===== src/rtl/cs_bus_seq.sv =====
module cs_bus_seq #(
  parameter int AW = 8,
  parameter int TW = 8
) (
  input  logic          clk,
  input  logic          rst_n,
  input  logic          req_valid,
  input  logic          req_write,
  input  logic          req_word,
  input  logic [AW-1:0] req_addr,
  input  logic [15:0]   req_wdata,
  input  logic          cfg_aset,
  input  logic          cfg_rhold,
  input  logic [TW-1:0] cfg_bmt,
  output logic          req_ready,
  output logic          done,
  output logic          bus_err,
  output logic [15:0]   rdata,
  output logic          ts_n,
  output logic          atm,
  output logic          cs_n,
  output logic          we_n,
  output logic [AW-1:0] addr,
  output logic [7:0]    dout,
  input  logic [7:0]    din,
  input  logic          ta_n
);

  typedef enum logic [2:0] {S_IDLE, S_START, S_DATA, S_HOLD, S_SETUP} st_t;

  st_t           st;
  logic [AW-1:0] a_q;
  logic [15:0]   wd_q;
  logic          wr_q, word_q, aset_q, rhold_q, beat;
  logic [TW-1:0] bm_cnt;

  wire last    = !word_q || beat;
  wire timeout = (cfg_bmt != '0) && (bm_cnt == cfg_bmt - 1'b1);

  assign req_ready = (st == S_IDLE);
  assign ts_n      = !(st == S_START);
  assign atm       = (st == S_DATA) || (st == S_HOLD) || (st == S_SETUP);
  assign cs_n      = !((st == S_DATA) || (st == S_START && !aset_q));
  assign we_n      = !((st == S_DATA) && wr_q && (!aset_q || bm_cnt != '0));
  assign addr      = (st == S_IDLE) ? '0 : {a_q[AW-1:1], a_q[0] | beat};
  assign dout      = (st == S_IDLE || !wr_q) ? 8'h00 :
                     (word_q && !beat) ? wd_q[15:8] : wd_q[7:0];

  always_ff @(posedge clk or negedge rst_n) begin
    if (!rst_n) begin
      st      <= S_IDLE;
      a_q     <= '0;
      wd_q    <= '0;
      wr_q    <= 1'b0;
      word_q  <= 1'b0;
      aset_q  <= 1'b0;
      rhold_q <= 1'b0;
      beat    <= 1'b0;
      bm_cnt  <= '0;
      rdata   <= '0;
      done    <= 1'b0;
      bus_err <= 1'b0;
    end else begin
      done    <= 1'b0;
      bus_err <= 1'b0;
      case (st)
        S_IDLE: if (req_valid) begin
          st      <= S_START;
          a_q     <= req_addr;
          wd_q    <= req_wdata;
          wr_q    <= req_write;
          word_q  <= req_word;
          aset_q  <= cfg_aset;
          rhold_q <= cfg_rhold;
          beat    <= 1'b0;
          rdata   <= '0;
        end
        S_START: begin
          st     <= S_DATA;
          bm_cnt <= '0;
        end
        S_DATA: if (!ta_n) begin
          bm_cnt <= '0;
          if (!wr_q) begin
            if (word_q && !beat) rdata[15:8] <= din;
            else                 rdata[7:0]  <= din;
          end
          if (!wr_q && rhold_q) st <= S_HOLD;
          else if (last) begin
            st   <= S_IDLE;
            done <= 1'b1;
          end else begin
            beat <= 1'b1;
            st   <= aset_q ? S_SETUP : S_DATA;
          end
        end else if (timeout) begin
          st      <= S_IDLE;
          bus_err <= 1'b1;
          bm_cnt  <= '0;
        end else begin
          bm_cnt <= bm_cnt + 1'b1;
        end
        S_HOLD: if (last) begin
          st   <= S_IDLE;
          done <= 1'b1;
        end else begin
          beat   <= 1'b1;
          bm_cnt <= '0;
          st     <= aset_q ? S_SETUP : S_DATA;
        end
        S_SETUP: begin
          st     <= S_DATA;
          bm_cnt <= '0;
        end
        default: st <= S_IDLE;
      endcase
    end
  end

endmodule


===== config.mk =====
export PLATFORM = sky130hd
export DESIGN_NAME = cs_bus_seq
export DESIGN_NICKNAME = d
export VERILOG_FILES = /design/src/rtl/cs_bus_seq.sv
export SDC_FILE = /design/constraint.sdc
export NUM_CORES = 1
export LEC_CHECK = 0
export BUFFER_PORTS_ARGS = -buffer_cell sky130_fd_sc_hd__buf_2
export CORE_UTILIZATION = 49
export CTS_BUF_LIST = sky130_fd_sc_hd__clkbuf_4 sky130_fd_sc_hd__clkbuf_8
export DETAILED_ROUTE_END_ITERATION = 6
export MAX_ROUTING_LAYER = met4
export PLACE_DENSITY_LB_ADDON = 0.3
export SLEW_MARGIN = 40
export SYNTH_ARGS = -nofsm -noshare
export SYNTH_HDL_FRONTEND = slang
export SYNTH_SLANG_ARGS = --single-unit

===== constraint.sdc =====
create_clock -name clk -period 1.8 [get_ports clk]
set_clock_uncertainty 0.2 [all_clocks]
set_input_delay 0.18 -clock clk [delete_from_list [all_inputs] [get_ports clk]]
set_output_delay 0.18 -clock clk [all_outputs]
set_load 0.05 [all_outputs]

Word-level counts from Yosys, hierarchy flattened
Index checks and enable logic that the tools add are counted.
{ "totals": {"regBits": 58, "out_inout_bits": 39, "input_bits": 48} }
{ "classes": {"n_reduce_logical": 32, "bitwise": 1, "n_eq_ne": 13, "add_sub_neg": 2, "mux": 32} }
{ "op_table": {"columns": ["operator", "n"], "rows": [
  ["2-to-1 mux 8 bit", 8],
  ["2-to-1 mux 16 bit", 3],
  ["case mux 16 bit (2 select lines)", 1],
  ["case mux 8 bit (3 select lines)", 1],
  ["2-to-1 mux 3 bit", 6],
  ["nonzero test 8 bit", 2],
  ["inequality test 2 bit (second input constant)", 6],
  ["case mux 3 bit (4 select lines)", 1],
  ["2-to-1 mux 1 bit", 10],
  ["AND reduction 5 bit", 2],
  ["adder 8 x 1 -> 8 bit (second input constant)", 1],
  ["== test 8 bit", 1],
  ["subtractor 8 x 1 -> 8 bit (second input constant)", 1],
  ["logical NOT 1 bit", 7],
  ["== test 3 x 2 -> 1 bit (second input constant)", 2],
  ["logical AND 1 bit", 6],
  ["logical OR 1 bit", 6],
  ["AND reduction 2 bit", 3],
  ["nonzero test 3 bit", 2],
  ["AND reduction 4 bit", 1],
  ["== test 3 x 1 -> 1 bit (second input constant)", 1],
  ["== test 3 bit (second input constant)", 1],
  ["logical NOT 3 bit", 1],
  ["inequality test 3 bit (second input constant)", 1],
  ["other kinds (6)", 6]
]} }

Depth between registers and ports, before layout
Gate-level depths: netlist (run 1).
{ "logic_depth": {"depth_word": 6, "ltp_mapped": 9, "ltp_nobuf": 8} }

Worst setup path after synthesis (run 1)
Ideal clock, no wire load.
{ "synth_timing": {"path_kind": "register to output", "start": "reg st[1]", "end": "out dout[0]", "arrival_time_ns": 2.224, "setup_slack_ns": -0.804, "stages_incl_launch_ff": 7, "path_cell_list": "dfrtp_1 -> clkbuf_1 -> nor3_1 -> clkbuf_1 -> nand2b_1 -> clkbuf_1 -> a21oi_1"} }
{ "synth_between": {"elab_chain_len": 3} }
{ "synth_lines": {"columns": ["element", "line_no", "source"], "rows": [
  ["start: declaration", "31", "st_t st;"],
  ["start signal: assignment", "94", "st <= aset_q ? S_SETUP : S_DATA;"],
  ["start signal: assignment", "109", "st <= aset_q ? S_SETUP : S_DATA;"],
  ["logical NOT 3 bit", null, null],
  ["named net req_ready", "15", "output logic req_ready,"],
  ["logical OR 1 bit", "46", "assign dout = (st == S_IDLE || !wr_q) ? 8'h00 :"],
  ["2-to-1 mux 8 bit", "46", null],
  ["end: declaration", "24", "output logic [7:0] dout,"]
]} }
The timed path passes the listed nets, and every way through them passes these cells.

Worst setup path in the final report (run 1)
{ "layout_timing": {"start": "reg bm_cnt[3]", "end": "reg bm_cnt[1]"} }
{ "layout_between": {"elab_chain_len": 5} }
{ "layout_lines": {"columns": ["element", "line_no", "source"], "rows": [
  ["start: declaration", "35", "logic [TW-1:0] bm_cnt;"],
  ["start signal: assignment", "101", "bm_cnt <= bm_cnt + 1'b1;"],
  ["== test 8 bit", "38", "wire timeout = (cfg_bmt != '0) && (bm_cnt == cfg_bmt - 1'b1);"],
  ["logical AND 1 bit", "38", null],
  ["2-to-1 mux 8 bit", "96", "end else if (timeout) begin"],
  ["2-to-1 mux 8 bit", "82", "S_DATA: if (!ta_n) begin"],
  ["case mux 8 bit (3 select lines)", "66", "case (st)"]
]} }
Every way passes these cells.
A chain may end at the register's enable or synchronous reset.

==> flow_summary.json, run 1 <==
{
  "synth_edf_count": 0,
  "gr-total-overflow": 0,
  "start_util": 0.509,
  "seq_area_um2": 1460,
  "clkSinkCount": 58,
  "route.detailed.drc": 0,
  "critPathSlowestCell": "dfrtp_1",
  "drt-initial-drc-count": 293,
  "fillers": 254,
  "final_nets": 609,
  "portBuffers": 86,
  "syn-num-nets": 422,
  "netlist_area_um2": 3030,
  "wl_per_cell_um": 18.0,
  "critPathMaxFanout": 5,
  "num_rows": 28,
  "synth_cell_type_count": 46,
  "ctsRootBufferMaster": "clkbuf_8",
  "grt_first_pass_wirelength_mm": 16.0,
  "worst_pin_slew_ns": 0.491,
  "ys_async_sr_fraction": 1.00,
  "violations": "negative setup slack",
  "syn_area_per_cell_um2": 8.16,
  "syn_inst": 371,
  "final_period_minus_worst_setup_slack_ns": 2.03,
  "clockBufferDepth": 2,
  "crit_chain": "or2b_1 -> and2_4 -> a41oi_4 -> o2111ai_4 -> buf_6 -> a32o_1",
  "cp-end-kind": "flip-flop",
  "postRouteAntennaNets": 0,
  "max-slew-margin-rel": 0.672,
  "dpl.hpwl_mm": 5.80,
  "finalPower_uw": 8550,
  "required_ns": 1.83,
  "yosysMostFrequentCell": "nand2_1",
  "htree_levels": 3,
  "finish.utilization": 0.887,
  "cts_tree": "done",
  "grt_max_degree": 30,
  "ys_seq_elements": 58,
  "critPathKind": "flip-flop to flip-flop",
  "dpl_cell_area_um2": 4040,
  "use_met3": 0.0568,
  "cts_buffers": 9,
  "synth_top_family_by_area": "simple AND/OR/NAND/NOR gates",
  "crit_arrival_ns": 2.07,
  "final_area_um2": 5280,
  "multi_input_area_um2": 1850,
  "fin_ws_ns": -0.233,
  "core_area_um2": 5960,
  "use_met1": 0.379,
  "io_pins": 87,
  "p_sw_frac": 0.486,
  "period_share": 1.13,
  "critPathTopFamily": "compound AO/OA/AOI/OAI gates",
  "netlist.area_leader.share": 0.479,
  "die_w_um": 80.6,
  "synth_compound_area_frac": 0.128,
  "p_comb_frac": 0.580,
  "drv_slew": 0,
  "irDropWorstVdd_mv": 1.46,
  "busiest_layer": "met2",
  "clkPwrFrac": 0.163,
  "fmax_mhz": 492,
  "fp.dieH_um": 80.6,
  "synth.area.top_cells": "dfrtp_1 48%, nand2_1 17%, o21ai_0 3.8%",
  "grt.total_usage": 0.339,
  "syn2layout_area_growth_pct": 74.3,
  "antenna_cells": 0,
  "hold_path.class": "input pin to flip-flop",
  "drive_above_1_share": 0.435,
  "ys.warnings.count": 0,
  "max_stage_delay_ns": 0.41,
  "yosys-top-cells-count": "136 x nand2_1, 58 x dfrtp_1, 23 x o21ai_0, 15 x nand3_1, 13 x clkbuf_1",
  "seqPwrFrac": 0.257,
  "die-area_um2": 6500,
  "p_per_area_nw_per_um2": 1620,
  "leakage_uw": 0.00252,
  "gp_congestion": 0.884,
  "synthMuxAreaShare": 0.00991,
  "first_pass_iters": 5,
  "grt_pass1_vias": 3540,
  "setup_viol": 46,
  "synth-adder-area-share": 0.0124,
  "rsz0062_at_grt": "true",
  "clk_pin_slew_ns": 0.07,
  "path_buf_inv": 1,
  "internal_power_uw": 4400,
  "routed_via_density": 5.78,
  "maxCapViolations": 0,
  "final-hold-violation-count": 0,
  "synthXorXnorAreaFrac": 0.0173,
  "yosys.area_share.simple": 0.308,
  "synth_area_leader_cell": "dfrtp_1",
  "seq_area_frac_synth": 0.479,
  "synthFlopType": "dfrtp_1",
  "p_switching_uw": 4150,
  "via_count": 3688,
  "routed_wirelength_mm": 11.5,
  "clock_latency_ns": 0.34,
  "antenna_found_initial": 0,
  "outcome": "finished with violations",
  "met2_usage": 0.568,
  "cp-start-kind": "flip-flop"
}
==> layout by cell type (no fill, tap or decap), types with 3 or more instances in the layout <==
cell           synthesis  layout
nand2_1              136     131
buf_2                  6      66
dfrtp_1               58      55
buf_4                  0      52
dlygate4sd3_1          0      38
buf_6                  1      34
o21ai_0               23      18
nand3_1               15      10
inv_1                 11       9
clkbuf_8               0       9
a21oi_4                0       8
nor2_1                11       6
nand2b_1               8       5
nand4_1                5       5
buf_12                 0       5
nor2b_2                0       4
nor2b_4                0       4
nor2_4                 0       4
nand3_2                0       4
o21ai_2                1       4
nor3b_1                4       3
nand2_2                0       3
xnor2_2                0       3
a31oi_1                5       3
a21oi_1               12       3
mux2i_1                3       3
ha_1                   3       3
dfrtp_2                0       3
==> power groups by stage <==
stage                     Clock [uW]  Sequential [uW]  Combinational, uW
after floorplan                    0             2630               2190
after global placement             0             2110               3760
after detailed placement           0             2120               3830
after CTS                       1390             2120               4290
after global routing            1460             2250               5190
final                           1390             2200               4960
==> state kept, by name (all words and copies together), names as in the netlist, 3 cells and up <==
signal and cells:
rdata 16, wd_q 16, a_q 8, bm_cnt 8, st 3
==> worst reg2reg max path: stages (launching register included) <==
cell and delay, ns:
dfrtp_1 0.41, or2b_1 0.27, and2_4 0.16, a41oi_4 0.23, o2111ai_4 0.20, buf_6 0.19
a32o_1 0.25
==> metal layers <==
| metal | part of all wire | wire length (um) |
|---|---|---|
| met1 | 0.37 | 4290 |
| met2 | 0.51 | 5860 |
| met3 | 0.071 | 811 |
| met4 | 0.046 | 528 |
| met5 | 0 | 0 |
==> through the flow <==
stage | hold slack, ns | worst slack, ns | cells | TNS (ns)
after floorplan | -0.316 | -0.0776 | 371 | -0.491
after global placement | -0.0320 | -0.406 | 561 | -3.03
after detailed placement | -0.0345 | -0.464 | 561 | -3.99
after CTS | 0.0330 | -0.204 | 624 | -3.33
after global routing | 0.0886 | -0.301 | 638 | -8.09
final | 0.0693 | -0.233 | 638 | -5.42
==> final cells by class <==
cell class | count | share of cell area
Tap cell | 75 | 0.0178
Clock inverter | 7 | 0.0192
Multi-Input combinational cell | 281 | 0.351
Clock buffer | 9 | 0.0235
Inverter | 11 | 0.00782
Timing Repair Buffer | 197 | 0.306
Sequential cell | 58 | 0.276
==> logic make-up after synthesis <==
family,count (synthesis)
compound gates,60
xor+xnor,6
fa+ha+maj,3
buf+inv,32
flops,58
mux,3
simple gates,209
==> final timing paths <==
check                            from  cells past startpoint         to  slack (ns)
max reg2reg                 bm_cnt[3]                      6  bm_cnt[1]       -0.23
max in group asynchronous       rst_n                      3  bm_cnt[5]        0.78
max                         bm_cnt[3]                      6  bm_cnt[1]       -0.23
min reg2reg                  rdata[5]                      2   rdata[5]        0.28
min in group asynchronous       rst_n                      2   rdata[2]        0.12
min                        cfg_bmt[7]                      4    bus_err        0.07
==> repair_timing <==
| action | 4_1_cts | 5_1_grt |
|---|---|---|
| cloned | 1 | 1 |
| hold endpoints to repair | 103 | 0 |
| endpoints found under the setup margin | 48 | 58 |
| pin swaps | 19 | 20 |
| buffers inserted | 9 | 14 |
| hold buffers | 38 | 0 |
| resized for setup | 75 | 50 |
Note: power is estimated with default switching activity, not from simulation.
==> run 2: changes to the inputs <==
--- a/config.mk
+++ b/config.mk
@@ -9,6 +9,7 @@
 export CORE_UTILIZATION = 49
 export CTS_BUF_LIST = sky130_fd_sc_hd__clkbuf_4 sky130_fd_sc_hd__clkbuf_8
 export DETAILED_ROUTE_END_ITERATION = 6
+export HOLD_SLACK_MARGIN = 0.12
 export MAX_ROUTING_LAYER = met4
 export PLACE_DENSITY_LB_ADDON = 0.3
 export SLEW_MARGIN = 40
==> constraint.sdc (replaced) <==
create_clock -name clk -period 1.65 [get_ports clk]
set_clock_uncertainty 0.2 [all_clocks]
set_input_delay 0.165 -clock clk [delete_from_list [all_inputs] [get_ports clk]]
set_output_delay 0.165 -clock clk [all_outputs]
set_load 0.05 [all_outputs]
==> run 2 against run 1 <==
The flow now stops in 5_1_grt. Area after synthesis did not move. Synthesized cell count did not move.
==> flow_summary.json, run 2 <==
{
  "synth_compound_area_frac": 0.128,
  "dpl.hpwl_mm": 5.80,
  "synth-adder-area-share": 0.0124,
  "worst_endpoint_kind": "register input",
  "synth_cell_type_count": 46,
  "ys_async_sr_fraction": 1.00,
  "outcome": "aborted with a tool error",
  "start_util": 0.509,
  "synthXorXnorAreaFrac": 0.0173,
  "io_pins": 87,
  "synth_edf_count": 0,
  "worstEndpointGrtRepair": "bm_cnt[5]$_DFFE_PN0P_/D",
  "cts_buffers": 9,
  "ys_seq_elements": 58,
  "netlist.area_leader.share": 0.479,
  "firstError": "[ERROR GRT-0232] Routing congestion too high. Check the congestion heatmap in the GUI.",
  "num_rows": 28,
  "dp.cells": 560,
  "lastStage": "5_1_grt",
  "clkSinkCount": 58,
  "ctsRootBufferMaster": "clkbuf_8",
  "yosys-top-cells-count": "136 x nand2_1, 58 x dfrtp_1, 23 x o21ai_0, 15 x nand3_1, 13 x clkbuf_1",
  "grt.total_usage": 0.950,
  "synth_area_leader_cell": "dfrtp_1",
  "grt_max_degree": 59,
  "yosys.area_share.simple": 0.308,
  "gr-total-overflow": 362,
  "clockBufferDepth": 2,
  "netlist_area_um2": 3030,
  "seq_area_frac_synth": 0.479,
  "htree_levels": 3,
  "die_w_um": 80.6,
  "fp.dieH_um": 80.6,
  "yosysMostFrequentCell": "nand2_1",
  "gp_congestion": 0.954,
  "synth_top_family_by_area": "simple AND/OR/NAND/NOR gates",
  "syn_inst": 371,
  "synthFlopType": "dfrtp_1",
  "syn-num-nets": 422,
  "syn_area_per_cell_um2": 8.16,
  "synthMuxAreaShare": 0.00991,
  "portBuffers": 86,
  "ys.warnings.count": 0,
  "synth.area.top_cells": "dfrtp_1 48%, nand2_1 17%, o21ai_0 3.8%"
}
-- run 2: cell counts after synthesis --
Identical to the previous run, type by type.
-- run 2: repair_timing --
item	CTS
cloned	3
buffers inserted	26
gates resized for setup	157
hold buffers	39
pin swaps	46
endpoints found under the setup margin	76
endpoints found under the hold margin	104
-- run 2: kinds of logic after synthesis --
logic type,Yosys count
AND/OR/NAND/NOR,209
AO/OA/AOI/OAI,60
adder cells (fa/ha/maj),3
flip-flops,58
buffers and inverters,32
multiplexers,3
XOR/XNOR,6
-- run 2: routing by layer --
layer  overflow  global-route usage
met1          2               0.855
met2        256                1.20
met3          0               0.676
met4        104                1.10
met5          -                   -
-- run 2: metrics by stage --
stage	hold slack [ns]	setup TNS, ns	instance area, um2	util	setup slack, ns
CTS	0.150	-8.65	5390	0.905	-0.345
detailed placement	-0.00483	-9.15	4030	0.677	-0.663
global placement	-0.00680	-5.88	4030	0.677	-0.494
floorplan	-0.331	-2.43	3300	-	-0.236
==> run 3: changes to the inputs <==
==> config.mk (replaced) <==
export PLATFORM = sky130hd
export DESIGN_NAME = cs_bus_seq
export DESIGN_NICKNAME = d
export VERILOG_FILES = /design/src/rtl/cs_bus_seq.sv
export SDC_FILE = /design/constraint.sdc
export NUM_CORES = 1
export LEC_CHECK = 0
export BUFFER_PORTS_ARGS = -buffer_cell sky130_fd_sc_hd__buf_2
export CORE_UTILIZATION = 40
export DETAILED_ROUTE_END_ITERATION = 6
export PLACE_DENSITY_LB_ADDON = 0.15
export SLEW_MARGIN = 40
export SYNTH_ARGS = -nofsm -noshare
export SYNTH_HDL_FRONTEND = slang
export SYNTH_SLANG_ARGS = --single-unit
==> constraint.sdc (replaced) <==
create_clock -name clk -period 2.15 [get_ports clk]
set_clock_uncertainty 0.2 [all_clocks]
set_input_delay 0.215 -clock clk [delete_from_list [all_inputs] [get_ports clk]]
set_output_delay 0.215 -clock clk [all_outputs]
set_load 0.05 [all_outputs]
==> run 3 against run 2 <==
The run now ends clean.
==> flow_summary.json, run 3 (synthesis results as in run 1) <==
{
  "antenna_cells": 0,
  "required_ns": 2.17,
  "p_sw_frac": 0.482,
  "final_common_cell": "nand2_1",
  "crit_arrival_ns": 2.14,
  "setup_tns_ns": 0,
  "postRouteAntennaNets": 0,
  "drt-initial-drc-count": 154,
  "crit_chain": "or2b_1 -> a211o_1 -> nand3_2 -> o2111ai_4 -> buf_6 -> buf_4 -> a22o_1",
  "grt.total_usage": 0.218,
  "wl_per_cell_um": 13.4,
  "worst_pin_slew_ns": 0.587,
  "irDropWorstVdd_mv": 1.06,
  "critPathMaxFanout": 7,
  "finish.utilization": 0.628,
  "final_area_um2": 4580,
  "p_per_area_nw_per_um2": 1310,
  "reg2reg_depth": 7,
  "cp-end-kind": "flip-flop",
  "cts_buffers": 9,
  "hold_path.class": "input pin to flip-flop",
  "final_period_minus_worst_setup_slack_ns": 2.12,
  "setup_viol": 0,
  "cp-start-kind": "flip-flop",
  "routed_wirelength_mm": 8.44,
  "clock_latency_ns": 0.33,
  "p_comb_frac": 0.512,
  "reg_top3": "rdata (16), wd_q (16)",
  "num_rows": 31,
  "final-hold-violation-count": 0,
  "antenna_found_initial": 0,
  "drv_slew": 0,
  "syn2layout_area_growth_pct": 51.1,
  "grt_pass1_vias": 2955,
  "maxCapViolations": 0,
  "critPathSlowestCell": "dfrtp_1",
  "dpl_cell_area_um2": 3830,
  "die-area_um2": 7920,
  "drive_above_1_share": 0.329,
  "fmax_mhz": 471,
  "route.detailed.drc": 0,
  "dpl.hpwl_mm": 5.57,
  "clkSinkCount": 58,
  "clkPwrFrac": 0.188,
  "fin_ws_ns": 0.0267,
  "mostFrequentLayoutCells": "136 x nand2_1, 82 x buf_2, 56 x dfrtp_1, 38 x dlygate4sd3_1, 38 x buf_4",
  "htree_levels": 3,
  "start_util": 0.415,
  "clk_pin_slew_ns": 0.07,
  "routed_via_density": 4.96,
  "portBuffers": 86,
  "dp_slack_ns": -0.207,
  "ctsRootBufferMaster": "clkbuf_8",
  "internal_power_uw": 3110,
  "dp.cells": 573,
  "grt_max_degree": 35,
  "core_area_um2": 7290,
  "die_w_um": 89.0,
  "p_switching_uw": 2890,
  "seqPwrFrac": 0.299,
  "leakage_uw": 0.00224,
  "grt_first_pass_wirelength_mm": 13.3,
  "io_pins": 87,
  "cts_tree": "done",
  "clockBufferDepth": 2,
  "period_share": 0.988,
  "max-slew-margin-rel": 0.609,
  "max_stage_delay_ns": 0.40,
  "gr-total-overflow": 0,
  "layout.cells.non_filler": 631,
  "critPathKind": "flip-flop to flip-flop",
  "gp_congestion": 0.837,
  "hold_depth": 4,
  "via_count": 3129,
  "outcome": "finished clean",
  "fp.dieH_um": 89.0,
  "first_pass_iters": 4,
  "final_nets": 578
}
run 3: area by class of cell:
cell class,instances,area (um2)
Clock buffer,9,124
Sequential cell,58,1450
Clock inverter,7,101
Inverter,11,41.3
Tap cell,99,124
Multi-Input combinational cell,281,1560
Fill cell,681,2710
Timing Repair Buffer,166,1170
run 3: power by group through the flow:
stage | Clock [uW] | Combinational (uW) | Sequential (uW)
after floorplan | 0 | 1650 | 2200
final | 1130 | 3070 | 1800
after CTS | 1170 | 3020 | 1780
after detailed placement | 0 | 2950 | 1790
after global routing | 1210 | 3350 | 1850
after global placement | 0 | 2910 | 1770
run 3: path summary, 6_finish.rpt:
check | endpoint | slack (ns) | start
max | bm_cnt[7] | 0.03 | bm_cnt[3]
min | bus_err | 0.1 | cfg_bmt[7]
max reg2reg | bm_cnt[7] | 0.03 | bm_cnt[3]
min reg2reg | rdata[8] | 0.27 | rdata[8]
max in group asynchronous | wd_q[1] | 0.95 | rst_n
min in group asynchronous | a_q[5] | 0.22 | rst_n
run 3: stage by stage:
step | hold WS (ns) | total power [uW]
floorplan | -0.281 | 3850
global placement | 0.0555 | 4680
detailed placement | 0.0595 | 4740
CTS | 0.0628 | 5970
global route | 0.118 | 6410
finish | 0.0981 | 6000
run 3: repair_timing:
item	4_1_cts	5_1_grt
setup endpoints to repair	19	17
hold buffers	38	0
endpoints found under the hold margin	69	0
resized for setup	4	21
pin swaps	0	5
setup buffers	0	4
run 3: worst max-delay path, delay by kind of cell, from the launching register on:
| kind | cells | cell delay, ns |
|---|---|---|
| flip-flops | 1 | 0.40 |
| buffers and inverters | 2 | 0.30 |
| AND/OR/NAND/NOR | 2 | 0.39 |
| AO/OA/AOI/OAI | 3 | 0.71 |
run 3: per-layer routing:
| metal | vias up | GRT usage | share of wire |
|---|---|---|---|
| li1 | 1549 | - | - |
| met1 | 1493 | 0.282 | 0.45 |
| met2 | 83 | 0.378 | 0.50 |
| met3 | 4 | 0.0416 | 0.043 |
| met4 | 0 | 0.0548 | 0.0041 |
| met5 | - | 0 | 0 |
==> run 4: changes to the inputs <==
--- a/config.mk
+++ b/config.mk
@@ -6,7 +6,7 @@
 export NUM_CORES = 1
 export LEC_CHECK = 0
 export BUFFER_PORTS_ARGS = -buffer_cell sky130_fd_sc_hd__buf_2
-export CORE_UTILIZATION = 40
+export CORE_UTILIZATION = 52
 export DETAILED_ROUTE_END_ITERATION = 6
 export PLACE_DENSITY_LB_ADDON = 0.15
 export SLEW_MARGIN = 40
==> run 4 against run 3 <==
Non-clock buffer count is 2 lower. Sequential cell count unchanged. Critical endpoint unchanged. Utilization is 18 points higher. Setup slack improved by 0.027 ns. Critical path type unchanged.
==> flow_summary.json, run 4 (synthesis results as in run 1) <==
{
  "final_nets": 576,
  "critPathTopFamily": "compound AO/OA/AOI/OAI gates",
  "crit_arrival_ns": 2.13,
  "path_buf_inv": 3,
  "fp.dieH_um": 78.3,
  "clockBufferDepth": 2,
  "die-area_um2": 6130,
  "critPathMaxFanout": 7,
  "reg_top3": "rdata (16), wd_q (16)",
  "cts_buffers": 9,
  "maxCapViolations": 0,
  "period_share": 0.975,
  "core_area_um2": 5570,
  "grt_max_degree": 59,
  "via_count": 3122,
  "critPathKind": "flip-flop to flip-flop",
  "grt.total_usage": 0.291,
  "max_stage_delay_ns": 0.41,
  "cp-end-kind": "flip-flop",
  "syn2layout_area_growth_pct": 47.9,
  "grt_pass1_vias": 2994,
  "p_per_area_nw_per_um2": 1270,
  "clk_pin_slew_ns": 0.07,
  "irDropWorstVdd_mv": 1.04,
  "postRouteAntennaNets": 0,
  "crit_chain": "buf_4 -> nand3b_1 -> a31o_2 -> a41oi_2 -> o2111ai_4 -> buf_6 -> buf_4 -> a22o_1",
  "drive_above_1_share": 0.328,
  "fmax_mhz": 477,
  "dpl.hpwl_mm": 5.24,
  "leakage_uw": 0.00222,
  "dpl_cell_area_um2": 3760,
  "num_rows": 27,
  "crit_top_cell": "buf_4",
  "final_period_minus_worst_setup_slack_ns": 2.10,
  "wl_per_cell_um": 13.7,
  "drv_slew": 0,
  "outcome": "finished clean",
  "drt-initial-drc-count": 154,
  "final-hold-violation-count": 0,
  "finish.utilization": 0.804,
  "setup_tns_ns": 0,
  "cp-start-kind": "flip-flop",
  "ctsRootBufferMaster": "clkbuf_8",
  "portBuffers": 86,
  "required_ns": 2.18,
  "antenna_cells": 0,
  "routed_via_density": 5.19,
  "final_common_cell": "nand2_1",
  "htree_levels": 3,
  "clock_latency_ns": 0.34,
  "setup_viol": 0,
  "start_util": 0.543,
  "critPathSlowestCell": "dfrtp_2",
  "route.detailed.drc": 0,
  "cts_tree": "done",
  "io_pins": 87,
  "final_area_um2": 4480,
  "grt_first_pass_wirelength_mm": 13.7,
  "die_w_um": 78.3,
  "gp_congestion": 0.923,
  "mostFrequentLayoutCells": "136 x nand2_1, 80 x buf_2, 54 x dfrtp_1, 43 x buf_4, 39 x dlygate4sd3_1",
  "gr-total-overflow": 0,
  "max-slew-margin-rel": 0.712,
  "worst_pin_slew_ns": 0.428,
  "hold_path.class": "input pin to flip-flop",
  "first_pass_iters": 4,
  "routed_wirelength_mm": 8.22,
  "clkSinkCount": 58,
  "antenna_found_initial": 0
}
## run 4: cell types whose count changed in the layout (fill, tap and decap cells not counted), sizes merged
cell,before,now
dlygate4sd3,38,39
clkbuf,12,10
clkinv,1,4
inv,13,11
bufinv,2,0
## run 4: layout make-up
cell class                 count  area, um2
sequential                    58       1460
fill                         373       1090
inverter                      11       41.3
clock inverter                 6       42.5
clock buffer                  10        138
tap                           72       90.1
timing repair buffer         164       1140
multi-input combinational    281       1570
## run 4: metrics by stage
stage,setup slack (ns),hold slack [ns],total power [uW],cells
after floorplan,0.0196,-0.281,3850,371
after global placement,-0.0678,0.0419,4590,543
after detailed placement,-0.303,0.0397,4630,543
after CTS,-0.00564,0.0732,5660,599
after global routing,-0.00575,0.133,6050,602
final,0.0541,0.102,5680,602
## run 4: worst register-to-register path, cell delays in order (launching register included)
cell	delay, ns
dfrtp_2	0.41
buf_4	0.13
nand3b_1	0.07
a31o_2	0.26
a41oi_2	0.24
o2111ai_4	0.20
buf_6	0.18
buf_4	0.12
a22o_1	0.17
## run 4: path summary, 6_finish.rpt
check / start / to / slack [ns] / depth (start not counted)
worst min-delay path: cfg_bmt[7] / bus_err / 0.10 / 4
worst max register to register: bm_cnt[5] / bm_cnt[7] / 0.05 / 8
min in group asynchronous: rst_n / a_q[1] / 0.19 / 3
worst max-delay path: bm_cnt[5] / bm_cnt[7] / 0.05 / 8
worst min register to register: a_q[7] / a_q[7] / 0.27 / 2
max in group asynchronous: rst_n / bm_cnt[2] / 1.27 / 3
## run 4: repair_timing
item,in CTS,in global routing
setup buffers,1,3
pin swaps,0,2
endpoints found under the hold margin,104,0
setup endpoints to repair,11,19
hold buffers,39,0
gates resized for setup,11,17
## run 4: routing by layer
layer / global-route usage / vias to the layer above / wire length (um)
met5: 0 / - / 0
met2: 0.486 / 93 / 4080
li1: - / 1548 / -
met3: 0.0547 / 18 / 352
met4: 0.156 / 0 / 188
met1: 0.355 / 1463 / 3610
## run 4: where the power goes
part	switching [uW]	internal, uW	leakage, uW
logic	2090	892	0.00138
registers	272	1510	0.000748
clock network	463	448	0.0000882
